--- src/rtl/cgc_pkg.sv ---
package cgc_pkg;

  typedef enum logic [1:0] {
    GK_NONE   = 2'd0,
    GK_SELECT = 2'd1,
    GK_FORCED = 2'd2
  } gate_kind_e;

  typedef struct packed {
    logic hyst_long;
    logic hyst_en;
    logic sw_sel;
    logic sw_en;
  } ctrl_t;

  localparam int CTRL_BITS  = 4;
  localparam int STATUS_POS = 8;
  localparam logic [CTRL_BITS-1:0] CTRL_RESET = 4'b0011;

  function automatic ctrl_t decode_ctrl(input logic [31:0] word);
    return ctrl_t'(word[CTRL_BITS-1:0]);
  endfunction

  function automatic logic [31:0] build_word(input ctrl_t c, input logic status);
    logic [31:0] w;
    w = '0;
    w[CTRL_BITS-1:0] = c;
    w[STATUS_POS] = status;
    return w;
  endfunction

  function automatic int hold_cycles(input logic long_sel, input int short_d, input int long_d);
    return long_sel ? long_d : short_d;
  endfunction

endpackage

--- src/rtl/cgc_ctrl_reg.sv ---
module cgc_ctrl_reg
  import cgc_pkg::*;
(
  input  logic        clk,
  input  logic        rst_n,
  input  logic        wr_en,
  input  logic [31:0] wr_data,
  output ctrl_t       ctrl
);
  logic unused_hi;
  assign unused_hi = ^wr_data[31:CTRL_BITS];

  always_ff @(posedge clk) begin
    if (!rst_n)     ctrl <= ctrl_t'(CTRL_RESET);
    else if (wr_en) ctrl <= decode_ctrl(wr_data);
  end
endmodule

--- src/rtl/cgc_hyst.sv ---
module cgc_hyst #(
  parameter int SHORT_DLY = 4,
  parameter int LONG_DLY  = 16
) (
  input  logic clk,
  input  logic rst_n,
  input  logic hw_req,
  input  logic hyst_long,
  output logic hold
);
  localparam int MAXD = (LONG_DLY > SHORT_DLY) ? LONG_DLY : SHORT_DLY;
  localparam int CW   = $clog2(MAXD + 1);

  logic [CW-1:0] cnt;
  logic [CW-1:0] load_val;

  assign load_val = CW'(cgc_pkg::hold_cycles(hyst_long, SHORT_DLY, LONG_DLY));

  always_ff @(posedge clk) begin
    if (!rst_n)           cnt <= '0;
    else if (hw_req)      cnt <= load_val;
    else if (cnt != '0)   cnt <= cnt - 1'b1;
  end

  assign hold = (cnt != '0);
endmodule

--- src/rtl/cgc_settle.sv ---
module cgc_settle #(
  parameter int   STAGES  = 2,
  parameter logic RST_VAL = 1'b1
) (
  input  logic clk,
  input  logic rst_n,
  input  logic d,
  output logic q
);
  logic [STAGES-1:0] pipe;

  generate
    if (STAGES == 1) begin : g_one
      always_ff @(posedge clk) begin
        if (!rst_n) pipe <= RST_VAL;
        else        pipe <= d;
      end
    end else begin : g_many
      always_ff @(posedge clk) begin
        if (!rst_n) pipe <= {STAGES{RST_VAL}};
        else        pipe <= {pipe[STAGES-2:0], d};
      end
    end
  endgenerate

  assign q = pipe[STAGES-1];
endmodule

--- src/rtl/clk_gate_ctl.sv ---
module clk_gate_ctl
  import cgc_pkg::*;
#(
  parameter gate_kind_e GATE_KIND     = GK_SELECT,
  parameter int         SHORT_DLY     = 4,
  parameter int         LONG_DLY      = 16,
  parameter int         SETTLE_CYCLES = 2
) (
  input  logic        clk,
  input  logic        rst_n,
  input  logic        hw_req,
  input  logic        reg_wr_en,
  input  logic [31:0] reg_wr_data,
  output logic [31:0] reg_rd_data,
  output logic        clk_en,
  output logic        gate_status
);
  ctrl_t ctrl;
  logic  sw_sel_w, sw_en_w, hyst_en_w, hyst_long_w;
  logic  hold, hw_open, en_next;

  cgc_ctrl_reg u_reg (
    .clk(clk), .rst_n(rst_n), .wr_en(reg_wr_en), .wr_data(reg_wr_data), .ctrl(ctrl)
  );

  assign sw_sel_w    = ctrl.sw_sel;
  assign sw_en_w     = ctrl.sw_en;
  assign hyst_en_w   = ctrl.hyst_en;
  assign hyst_long_w = ctrl.hyst_long;

  cgc_hyst #(.SHORT_DLY(SHORT_DLY), .LONG_DLY(LONG_DLY)) u_hyst (
    .clk(clk), .rst_n(rst_n), .hw_req(hw_req), .hyst_long(hyst_long_w), .hold(hold)
  );

  assign hw_open = hw_req | (hyst_en_w & hold);

  generate
    if (GATE_KIND == GK_NONE) begin : g_none
      assign en_next = 1'b1;
    end else if (GATE_KIND == GK_FORCED) begin : g_forced
      assign en_next = sw_sel_w ? 1'b1 : hw_open;
    end else begin : g_select
      assign en_next = sw_sel_w ? sw_en_w : hw_open;
    end
  endgenerate

  always_ff @(posedge clk) begin
    if (!rst_n) clk_en <= 1'b1;
    else        clk_en <= en_next;
  end

  cgc_settle #(.STAGES(SETTLE_CYCLES), .RST_VAL(1'b1)) u_settle (
    .clk(clk), .rst_n(rst_n), .d(clk_en), .q(gate_status)
  );

  assign reg_rd_data = build_word(ctrl, gate_status);
endmodule

--- config.mk ---
export PLATFORM = sky130hd
export DESIGN_NAME = clk_gate_ctl
export DESIGN_NICKNAME = d
export VERILOG_FILES = /design/src/rtl/cgc_pkg.sv /design/src/rtl/cgc_ctrl_reg.sv /design/src/rtl/cgc_hyst.sv /design/src/rtl/cgc_settle.sv /design/src/rtl/clk_gate_ctl.sv
export SDC_FILE = /design/constraint.sdc
export NUM_CORES = 1
export LEC_CHECK = 0
export BUFFER_PORTS_ARGS = -buffer_cell sky130_fd_sc_hd__buf_2
export CAP_MARGIN = 40
export CELL_PAD_IN_SITES_DETAIL_PLACEMENT = 1
export CELL_PAD_IN_SITES_GLOBAL_PLACEMENT = 1
export CORE_ASPECT_RATIO = 2
export CORE_MARGIN = 2
export CORE_UTILIZATION = 24
export CTS_CLUSTER_DIAMETER = 60
export DETAILED_ROUTE_END_ITERATION = 10
export PLACE_DENSITY = 0.86
export SLEW_MARGIN = 20
export SYNTH_ARGS = -nofsm -noshare
export SYNTH_HDL_FRONTEND = slang
export SYNTH_SLANG_ARGS = --single-unit
--- constraint.sdc ---
create_clock -name clk -period 2.7 [get_ports clk]
set_clock_uncertainty 0.15 [all_clocks]
set_input_delay 0.54 -clock clk [delete_from_list [all_inputs] [get_ports clk]]
set_output_delay 0.54 -clock clk [all_outputs]
set_load 0.02 [all_outputs]
# Word level (Yosys, flattened, before mapping)
# Index checks and enable logic that the tools add are counted.
# word_totals
inputBits	36
ff_bits	12
mem_bits_ro	0
n_memories	0
ram_bits	0
latch_bits	0
# op_classes
n_addsub	1
n_shift	0
n_mul	0
div	0
n_reduce_logical	2
bitwise	2
muxes	4
eq_ne	0
order_cmp	0
# op_table
cell	n
$mux W5	3
$reduce_bool A5 Y1	1
$sub A5 B1 Y5 const B	1
$reduce_bool A2 Y1	1
$and A1 B1 Y1	1
$mux W1	1
$or A1 B1 Y1	1

# Longest topological paths before layout
# Gate-level depths: netlist (run 1).
# depth
word_depth	4
ltp_mapped	6
ltp_nobuf	5

# Modules after synthesis
# From an unflattened synthesis (run 1), not the netlist that was laid out.
# hier_totals
hier_cells	77
area_unflattened_um2	714.4
# by_module_without_submodules
mod	cells_per_inst	seq_area_each_um2	instances	area_each_um2
cgc_hyst	27	100.1	1	259.0
clk_gate_ctl	33	20.0	1	257.7
cgc_ctrl_reg	13	80.1	1	145.1
cgc_settle	4	40.0	1	52.6

# Worst setup path before layout (run 1)
# No wires, ideal clock.
# synth_path
path_type	flip-flop to flip-flop
startpoint	register u_hyst.cnt[0]
endpoint	register clk_en
path_slack_ps	1044
required_ps	2419
path_stages_with_launch	7
arrival_ps	1375
n_path_buf	1
period_less_slack_ps	1656
path_cell_list	dfxtp_1 -> inv_1 -> ha_1 -> or4b_1 -> buf_2 -> a211oi_2 -> o21ai_1
# synth_via
elab_chain_cells	4
# synth_lines
item	line	source
start: declaration	cgc_hyst.sv:14	logic [CW-1:0] cnt;
start signal: assignment	cgc_hyst.sv:21	else if (hw_req) cnt <= load_val;
start signal: assignment	cgc_hyst.sv:22	else if (cnt != '0) cnt <= cnt - 1'b1;
$reduce_bool A5 Y1	cgc_hyst.sv:25	assign hold = (cnt != '0);
$and A1 B1 Y1	clk_gate_ctl.sv:35	assign hw_open = hw_req | (hyst_en_w & hold);
$or A1 B1 Y1	clk_gate_ctl.sv:35	
$mux W1	clk_gate_ctl.sv:43	assign en_next = sw_sel_w ? sw_en_w : hw_open;
end signal: assignment	clk_gate_ctl.sv:49	else clk_en <= en_next;
end: declaration	clk_gate_ctl.sv:15	output logic clk_en,
# No other way between the ends.
# A chain may end at the register's enable or synchronous reset.

# Worst setup path after layout (run 1)
# Same ends and word-level chain as after synthesis.

==> metrics.txt, run 1 <==
# TYPE chip_impl_metric gauge
chip_impl_info{name="outcome",value="completed"} 1
chip_impl_metric{name="async_flop_share",unit=""} 0
chip_impl_metric{name="initial_core_util",unit=""} 0.2543
chip_impl_metric{name="largest_net_degree_at_the_start_of_global_routing",unit=""} 11
chip_impl_metric{name="synth_adder_area_share",unit=""} 0.01776
chip_impl_metric{name="synth_edf_count",unit=""} 0
chip_impl_metric{name="fmaxAchievable",unit="MHz"} 557.1
chip_impl_info{name="cts.root.buffer_cell",value="sky130_fd_sc_hd__clkbuf_8"} 1
chip_impl_metric{name="hold_violations",unit=""} 0
chip_impl_metric{name="port-buffer-count",unit=""} 14
chip_impl_metric{name="post-route-drc-count",unit=""} 0
chip_impl_info{name="end_kind",value="register"} 1
chip_impl_metric{name="yosys.area_share.simple",unit=""} 0.1332
chip_impl_info{name="criticalPathCategory",value="register to register"} 1
chip_impl_info{name="dominantRegCellSynth",value="sky130_fd_sc_hd__dfxtp_1"} 1
chip_impl_metric{name="globalplace.congestion",unit=""} 0.6436
chip_impl_metric{name="drt_pass1_iterations",unit=""} 1
chip_impl_metric{name="global_route.usage.total",unit=""} 0.07532
chip_impl_metric{name="syn-cell-area",unit="um2"} 704.4
chip_impl_metric{name="die_x",unit="um"} 42.31
chip_impl_metric{name="num_antenna_cells",unit=""} 0
chip_impl_metric{name="critPathRequiredTime",unit="ps"} 2670
chip_impl_metric{name="synth_cell_type_count",unit=""} 23
chip_impl_metric{name="total_switching_power",unit="mW"} 0.1562
chip_impl_metric{name="timing.hold.ws",unit="ps"} 258.6
chip_impl_metric{name="synth_cells",unit=""} 79
chip_impl_metric{name="post-synth-top-area-fraction",unit=""} 0.3410
chip_impl_metric{name="fin_nets",unit=""} 129
chip_impl_metric{name="setup_tns",unit="ps"} 0
chip_impl_metric{name="total_die_area",unit="mm2"} 0.003411
chip_impl_metric{name="placementRows",unit=""} 27
chip_impl_metric{name="internal_power",unit="mW"} 0.3579
chip_impl_metric{name="timing.final.max_slew_violations",unit=""} 0
chip_impl_metric{name="clk_pin_slew",unit="ps"} 50
chip_impl_metric{name="synth.avg_cell_area",unit="um2"} 8.917
chip_impl_metric{name="antenna_found_initial",unit=""} 0
chip_impl_metric{name="htree_levels",unit=""} 1
chip_impl_metric{name="postSynthRegisterBits",unit=""} 12
chip_impl_metric{name="power.ir.vdd_worst",unit="V"} 0.0004387
chip_impl_metric{name="synthToLayoutAreaGrowth",unit="%"} 4.085
chip_impl_metric{name="powerDensity",unit="mW/mm2"} 701.1
chip_impl_metric{name="numClockSinks",unit=""} 12
chip_impl_info{name="critPathLaunch",value="u_hyst.cnt[0]"} 1
chip_impl_info{name="min_from",value="u_settle.pipe[0]"} 1
chip_impl_metric{name="die_height",unit="um"} 80.62
chip_impl_info{name="synth_top_family_by_area",value="buffers and inverters"} 1
chip_impl_info{name="worstSetupStartpointType",value="register"} 1
chip_impl_metric{name="synth_sequential_area_ratio",unit=""} 0.3410
chip_impl_metric{name="io_pins",unit=""} 70
chip_impl_metric{name="power.share.combinational",unit=""} 0.226
chip_impl_metric{name="p_sw_frac",unit=""} 0.3039
chip_impl_metric{name="cts_made_buffers",unit=""} 3
chip_impl_metric{name="leakage_component_of_the_power",unit="nW"} 0.3474
chip_impl_metric{name="post_synth_mux_area_share",unit=""} 0.05684
chip_impl_info{name="rsz_0062_raised_after_global_routing",value="no"} 1
chip_impl_info{name="synth.cells.most_frequent",value="sky130_fd_sc_hd__buf_4, sky130_fd_sc_hd__dfxtp_1, sky130_fd_sc_hd__mux2i_1, sky130_fd_sc_hd__nand2_1"} 1
chip_impl_metric{name="detail_route.wirelength",unit="mm"} 1.186
chip_impl_metric{name="fraction_of_final_layout_cells_sized_beyond_drive_strength_1",unit=""} 0.2088
chip_impl_metric{name="postRouteAntennaNets",unit=""} 0
chip_impl_metric{name="fp.coreArea",unit="mm2"} 0.002770
chip_impl_metric{name="power.sequential.fraction",unit=""} 0.395
chip_impl_info{name="synth_top_cell_by_area",value="sky130_fd_sc_hd__dfxtp_1"} 1
chip_impl_metric{name="final_setup_violating_endpoints",unit=""} 0
chip_impl_metric{name="highest_net_fanout_along_the_worst_path",unit=""} 6
chip_impl_info{name="worst_hold_path_type",value="register to register"} 1
chip_impl_info{name="yosys.cell_count.top_type",value="sky130_fd_sc_hd__buf_4"} 1
chip_impl_metric{name="finalWorstPathRequiredPeriod",unit="ps"} 1795
chip_impl_metric{name="cts_buffer_depth",unit=""} 2
chip_impl_metric{name="cts.hold.buffers_added",unit=""} 0
chip_impl_metric{name="global_route.overflow_total",unit=""} 0
chip_impl_metric{name="max_cap_viol_count",unit=""} 0
chip_impl_metric{name="post_cts.resized_instances",unit=""} 0
chip_impl_metric{name="post_cts_buffers",unit=""} 0
chip_impl_metric{name="worst_endpoint_data_arrival_time",unit="ps"} 1770
chip_impl_metric{name="clk_pwr_share",unit=""} 0.379
chip_impl_metric{name="via_count_of_the_first_global_routing_pass",unit=""} 414
chip_impl_metric{name="number_of_drc_markers_in_iteration_0",unit=""} 0
chip_impl_metric{name="grt_first_pass_wirelength",unit="mm"} 1.835
chip_impl_info{name="cts_tree",value="built"} 1
chip_impl_metric{name="dp.final_hpwl",unit="mm"} 1.014
chip_impl_metric{name="synth-compound-area-share",unit=""} 0.06572
chip_impl_info{name="post_synth_main_area_contributors",value="sky130_fd_sc_hd__dfxtp_1, sky130_fd_sc_hd__buf_4, sky130_fd_sc_hd__mux2i_1"} 1
chip_impl_metric{name="ys_warn_count",unit=""} 0
chip_impl_metric{name="clock_insertion_delay_at_the_later_pin_of_the_skew_report",unit="ps"} 240
chip_impl_metric{name="finalCritPeriodShare",unit=""} 0.6649
chip_impl_metric{name="vias",unit=""} 472
chip_impl_metric{name="vias_per_cell",unit=""} 3.933
chip_impl_info{name="r2r-start",value="u_hyst.cnt[0]"} 1
chip_impl_metric{name="synthXorXnorAreaFrac",unit=""} 0.03730
chip_impl_metric{name="wire_per_inst",unit="um"} 9.883
## per-layer routing
metal  vias up  GRT usage  share of wire
met3         4    0.01573           0.12
met1       212    0.05858           0.30
met2        39     0.1415           0.54
met4         0    0.07500          0.040
li1        217          -              -
met5         -          0              0
## logic make-up after synthesis
kind of cell	after synthesis
adder cells (fa/ha/maj)	1
flip-flops	12
other	1
AO/OA/AOI/OAI	6
buffers and inverters	35
XOR/XNOR	3
AND/OR/NAND/NOR	17
multiplexers	4
## flip-flops by register name (all words and copies together), names as in the netlist
register	count
u_settle.pipe	2
clk_en	1
u_hyst.cnt	5
u_reg.ctrl	4
## final timing paths
| kind | endpoint | slack, ps | depth (start not counted) |
|---|---|---|---|
| min reg2reg | u_settle.pipe[1] | 260 | 1 |
| min | u_settle.pipe[1] | 260 | 1 |
| max reg2reg | clk_en | 900 | 5 |
| max | clk_en | 900 | 5 |
## cell type report
class                   instances  area [um2]
repair buffers                 14       70.07
multi-input cells              58       320.3
well taps                      29       36.28
fillers                       348        2037
inverters                       3       11.26
flip-flops and latches         12       240.2
clock buffers                   4       55.05
## power by group through the flow
stage	Sequential (mW)	Clock (mW)	Combinational [mW]
2_1_floorplan	0.209	0	0.125
3_3_place_gp	0.205	0	0.110
3_5_place_dp	0.207	0	0.116
4_1_cts	0.203	0.202	0.116
5_1_grt	0.205	0.210	0.129
6_report	0.203	0.195	0.116
## cell usage in the layout, fill, tap and decap left out, types with 2 or more instances in the layout
master and count:
sky130_fd_sc_hd__o21ai_1 2, sky130_fd_sc_hd__nand2b_1 3, sky130_fd_sc_hd__nor2b_1 3, sky130_fd_sc_hd__xnor2_1 2, sky130_fd_sc_hd__inv_1 3, sky130_fd_sc_hd__dfxtp_1 12
sky130_fd_sc_hd__clkbuf_8 4, sky130_fd_sc_hd__conb_1 27, sky130_fd_sc_hd__nand2_1 4, sky130_fd_sc_hd__nor2_1 3, sky130_fd_sc_hd__buf_2 14, sky130_fd_sc_hd__mux2i_1 4
## per-stage QoR
step	cell area (um2)	setup WS (ps)	utilization	power (mW)	cells
global route	733.2	816.9	0.2647	0.5440	120
detailed placement	678.2	888.1	0.2448	0.3229	116
floorplan	802.0	1044	-	0.3339	105
finish	733.2	904.9	0.2647	0.5141	120
global placement	678.2	949.1	0.2448	0.3156	116
CTS	733.2	880.7	0.2647	0.5222	120
## critical path, stage by stage, from the launching register on
cell and delay (ps):
sky130_fd_sc_hd__dfxtp_1 330, sky130_fd_sc_hd__inv_1 60, sky130_fd_sc_hd__ha_1 200, sky130_fd_sc_hd__or4b_1 590
sky130_fd_sc_hd__a211oi_2 270, sky130_fd_sc_hd__o21ai_1 80
No activity file was read; power rests on OpenSTA's default activity.
==> run 2: changes to the inputs <==
Settings changed: CORE_UTILIZATION 24 to 20, PLACE_DENSITY 0.86 to 0.77.
Clock period 2.7 ns to 1.55 ns, I/O delays scaled along.
==> run 2 against run 1 <==
- the run now ends with negative setup slack left
- final area is 6.3% higher
- total power is 72% higher
- sequential cell count stayed put
- die area is 18% higher
- via count is 4.0% higher
- core utilization is 3.4 points lower
- critical path type unchanged
- largest cell class unchanged
==> metrics.txt, run 2 (same netlist as run 1, synthesis figures left out) <==
# TYPE chip_impl_metric gauge
chip_impl_metric{name="met2_length",unit="um"} 707
chip_impl_info{name="routed.top_layer",value="met4"} 1
chip_impl_metric{name="cts_buffer_depth",unit=""} 2
chip_impl_metric{name="io_pins",unit=""} 70
chip_impl_metric{name="placedInstanceArea",unit="um2"} 730.7
chip_impl_info{name="mostFrequentLayoutCells",value="sky130_fd_sc_hd__conb_1, sky130_fd_sc_hd__buf_2, sky130_fd_sc_hd__dfxtp_1, sky130_fd_sc_hd__buf_4"} 1
chip_impl_info{name="r2r-start",value="u_hyst.cnt[1]"} 1
chip_impl_metric{name="wirelength_met1",unit="um"} 361
chip_impl_metric{name="clk_pin_slew",unit="ps"} 50
chip_impl_metric{name="clock_insertion_delay_at_the_later_pin_of_the_skew_report",unit="ps"} 230
chip_impl_metric{name="vias",unit=""} 491
chip_impl_info{name="rsz_0062_raised_after_global_routing",value="yes"} 1
chip_impl_metric{name="fin_ws",unit="ps"} -29.59
chip_impl_metric{name="final_setup_violating_endpoints",unit=""} 2
chip_impl_metric{name="largest_net_degree_at_the_start_of_global_routing",unit=""} 11
chip_impl_metric{name="dp.final_hpwl",unit="mm"} 1.055
chip_impl_metric{name="cts_made_buffers",unit=""} 3
chip_impl_metric{name="htree_levels",unit=""} 1
chip_impl_metric{name="power.ir.vdd_worst",unit="V"} 0.0005353
chip_impl_info{name="critPathLaunch",value="u_hyst.cnt[1]"} 1
chip_impl_metric{name="die_x",unit="um"} 45.97
chip_impl_metric{name="timing.final.max_slew_violations",unit=""} 0
chip_impl_metric{name="synthToLayoutAreaGrowth",unit="%"} 10.66
chip_impl_info{name="worst_hold_path_type",value="primary input to register"} 1
chip_impl_metric{name="fin_nets",unit=""} 134
chip_impl_info{name="cts_tree",value="built"} 1
chip_impl_metric{name="postRouteAntennaNets",unit=""} 0
chip_impl_info{name="end_kind",value="register"} 1
chip_impl_metric{name="port-buffer-count",unit=""} 14
chip_impl_metric{name="leakage_component_of_the_power",unit="nW"} 0.3676
chip_impl_metric{name="total_die_area",unit="mm2"} 0.004042
chip_impl_metric{name="vias_per_cell",unit=""} 3.866
chip_impl_metric{name="placementRows",unit=""} 30
chip_impl_metric{name="max_cap_viol_count",unit=""} 0
chip_impl_info{name="reg_top3",value="u_hyst.cnt: 5 flops, u_reg.ctrl: 4 flops, u_settle.pipe: 2 flops"} 1
chip_impl_info{name="worstSetupStartpointType",value="register"} 1
chip_impl_metric{name="grt_first_pass_wirelength",unit="mm"} 2.152
chip_impl_metric{name="worst_endpoint_data_arrival_time",unit="ps"} 1540
chip_impl_info{name="cp-endpoint",value="clk_en"} 1
chip_impl_metric{name="stdcell_area",unit="um2"} 779.5
chip_impl_info{name="top_reg_by_flops",value="u_hyst.cnt"} 1
chip_impl_info{name="violated_checks",value="negative setup slack"} 1
chip_impl_metric{name="globalplace.congestion",unit=""} 0.6501
chip_impl_metric{name="num_antenna_cells",unit=""} 0
chip_impl_metric{name="powerDensity",unit="mW/mm2"} 1137
chip_impl_metric{name="layout.filler_cells",unit=""} 424
chip_impl_metric{name="global_route.usage.total",unit=""} 0.07309
chip_impl_metric{name="post_cts.resized_instances",unit=""} 0
chip_impl_metric{name="detail_route.wirelength",unit="mm"} 1.221
chip_impl_info{name="layout.cells.most_common",value="sky130_fd_sc_hd__conb_1"} 1
chip_impl_metric{name="number_of_drc_markers_in_iteration_0",unit=""} 4
chip_impl_metric{name="met3_wirelength",unit="um"} 124
chip_impl_metric{name="fp.coreArea",unit="mm2"} 0.003378
chip_impl_metric{name="cts.hold.buffers_added",unit=""} 0
chip_impl_metric{name="initial_core_util",unit=""} 0.2085
chip_impl_metric{name="timing.hold.ws",unit="ps"} 149.1
chip_impl_metric{name="worstRegToRegCells",unit=""} 5
chip_impl_metric{name="fmaxAchievable",unit="MHz"} 633.1
chip_impl_metric{name="reg2reg_slack",unit="ps"} -30
chip_impl_metric{name="via_count_of_the_first_global_routing_pass",unit=""} 522
chip_impl_info{name="crit-reg2reg-capture",value="clk_en"} 1
chip_impl_metric{name="max_ffs_per_register",unit=""} 5
chip_impl_metric{name="die_height",unit="um"} 87.93
chip_impl_metric{name="fraction_of_final_layout_cells_sized_beyond_drive_strength_1",unit=""} 0.3053
chip_impl_info{name="outcome",value="complete, but fails checks"} 1
chip_impl_info{name="cts.root.buffer_cell",value="sky130_fd_sc_hd__clkbuf_8"} 1
chip_impl_info{name="min_from",value="reg_wr_data[0]"} 1
chip_impl_metric{name="global_route.overflow_total",unit=""} 0
chip_impl_metric{name="drt_pass1_iterations",unit=""} 4
chip_impl_metric{name="highest_net_fanout_along_the_worst_path",unit=""} 6
chip_impl_metric{name="hold_violations",unit=""} 0
chip_impl_info{name="criticalPathCategory",value="register to register"} 1
chip_impl_metric{name="antenna_found_initial",unit=""} 0
chip_impl_metric{name="wire_per_inst",unit="um"} 9.614
chip_impl_metric{name="p_total",unit="mW"} 0.8864
chip_impl_metric{name="finalWorstPathRequiredPeriod",unit="ps"} 1580
chip_impl_metric{name="finalCritPeriodShare",unit=""} 1.019
chip_impl_metric{name="post-route-drc-count",unit=""} 0
chip_impl_metric{name="numClockSinks",unit=""} 12
chip_impl_metric{name="critPathRequiredTime",unit="ps"} 1510
## run 2: changes by cell type in the layout (fill, tap and decap cells not counted), sizes merged
cell,previous run,this run
buf,14,19
clkbuf,4,3
## run 2: how the worst min path moves through the flow
stage / end / slack, ps / cells past startpoint
global placement: u_settle.pipe[1] / 250 / 1
finish: u_reg.ctrl[0] / 150 / 3
detailed placement: u_settle.pipe[1] / 270 / 1
CTS: u_reg.ctrl[0] / 150 / 3
global route: u_reg.ctrl[0] / 170 / 3
floorplan: u_settle.pipe[1] / 240 / 1
## run 2: worst max-delay path: stages (launching register included)
cell                       delay (ps)
sky130_fd_sc_hd__dfxtp_2          320
sky130_fd_sc_hd__inv_2             60
sky130_fd_sc_hd__ha_4             130
sky130_fd_sc_hd__or4b_4           510
sky130_fd_sc_hd__a211oi_2         210
sky130_fd_sc_hd__o21ai_1           90
## run 2: stage by stage
step,TNS (ps),setup slack [ps],std cells,util
floorplan,-45.75,-45.75,105,-
global placement,-20.14,-20.14,123,0.2163
detailed placement,-42.20,-42.20,123,0.2163
CTS,-69.69,-53.39,127,0.2307
global route,-223.4,-98.32,127,0.2307
finish,-33.49,-29.59,127,0.2307
## run 2: metal layers
metal | vias up | track usage
met5 | - | 0
met4 | 0 | 0.04935
met3 | 4 | 0.01443
met2 | 39 | 0.1351
met1 | 223 | 0.06508
li1 | 225 | -
## run 2: layout make-up
cell class                      count  area (um2)  area share
Clock buffer                        3       41.29     0.05297
Multi-Input combinational cell     58       336.6      0.4318
Tap cell                           32       40.04     0.05136
Timing Repair Buffer               19       107.6      0.1380
Inverter                            3       11.26     0.01445
Sequential cell                    12       242.7      0.3114
## run 2: power by group
group	leakage [nW]	total, mW	switching, mW	internal, mW
Clock	0.0216	0.267	0.0970	0.170
Sequential	0.0995	0.352	0.0167	0.335
Combinational	0.247	0.268	0.159	0.108
## run 2: timing repair
item                       4_1_cts  5_1_grt
gates cloned                     0        0
setup buffers                    1        0
setup endpoints to repair        1        4
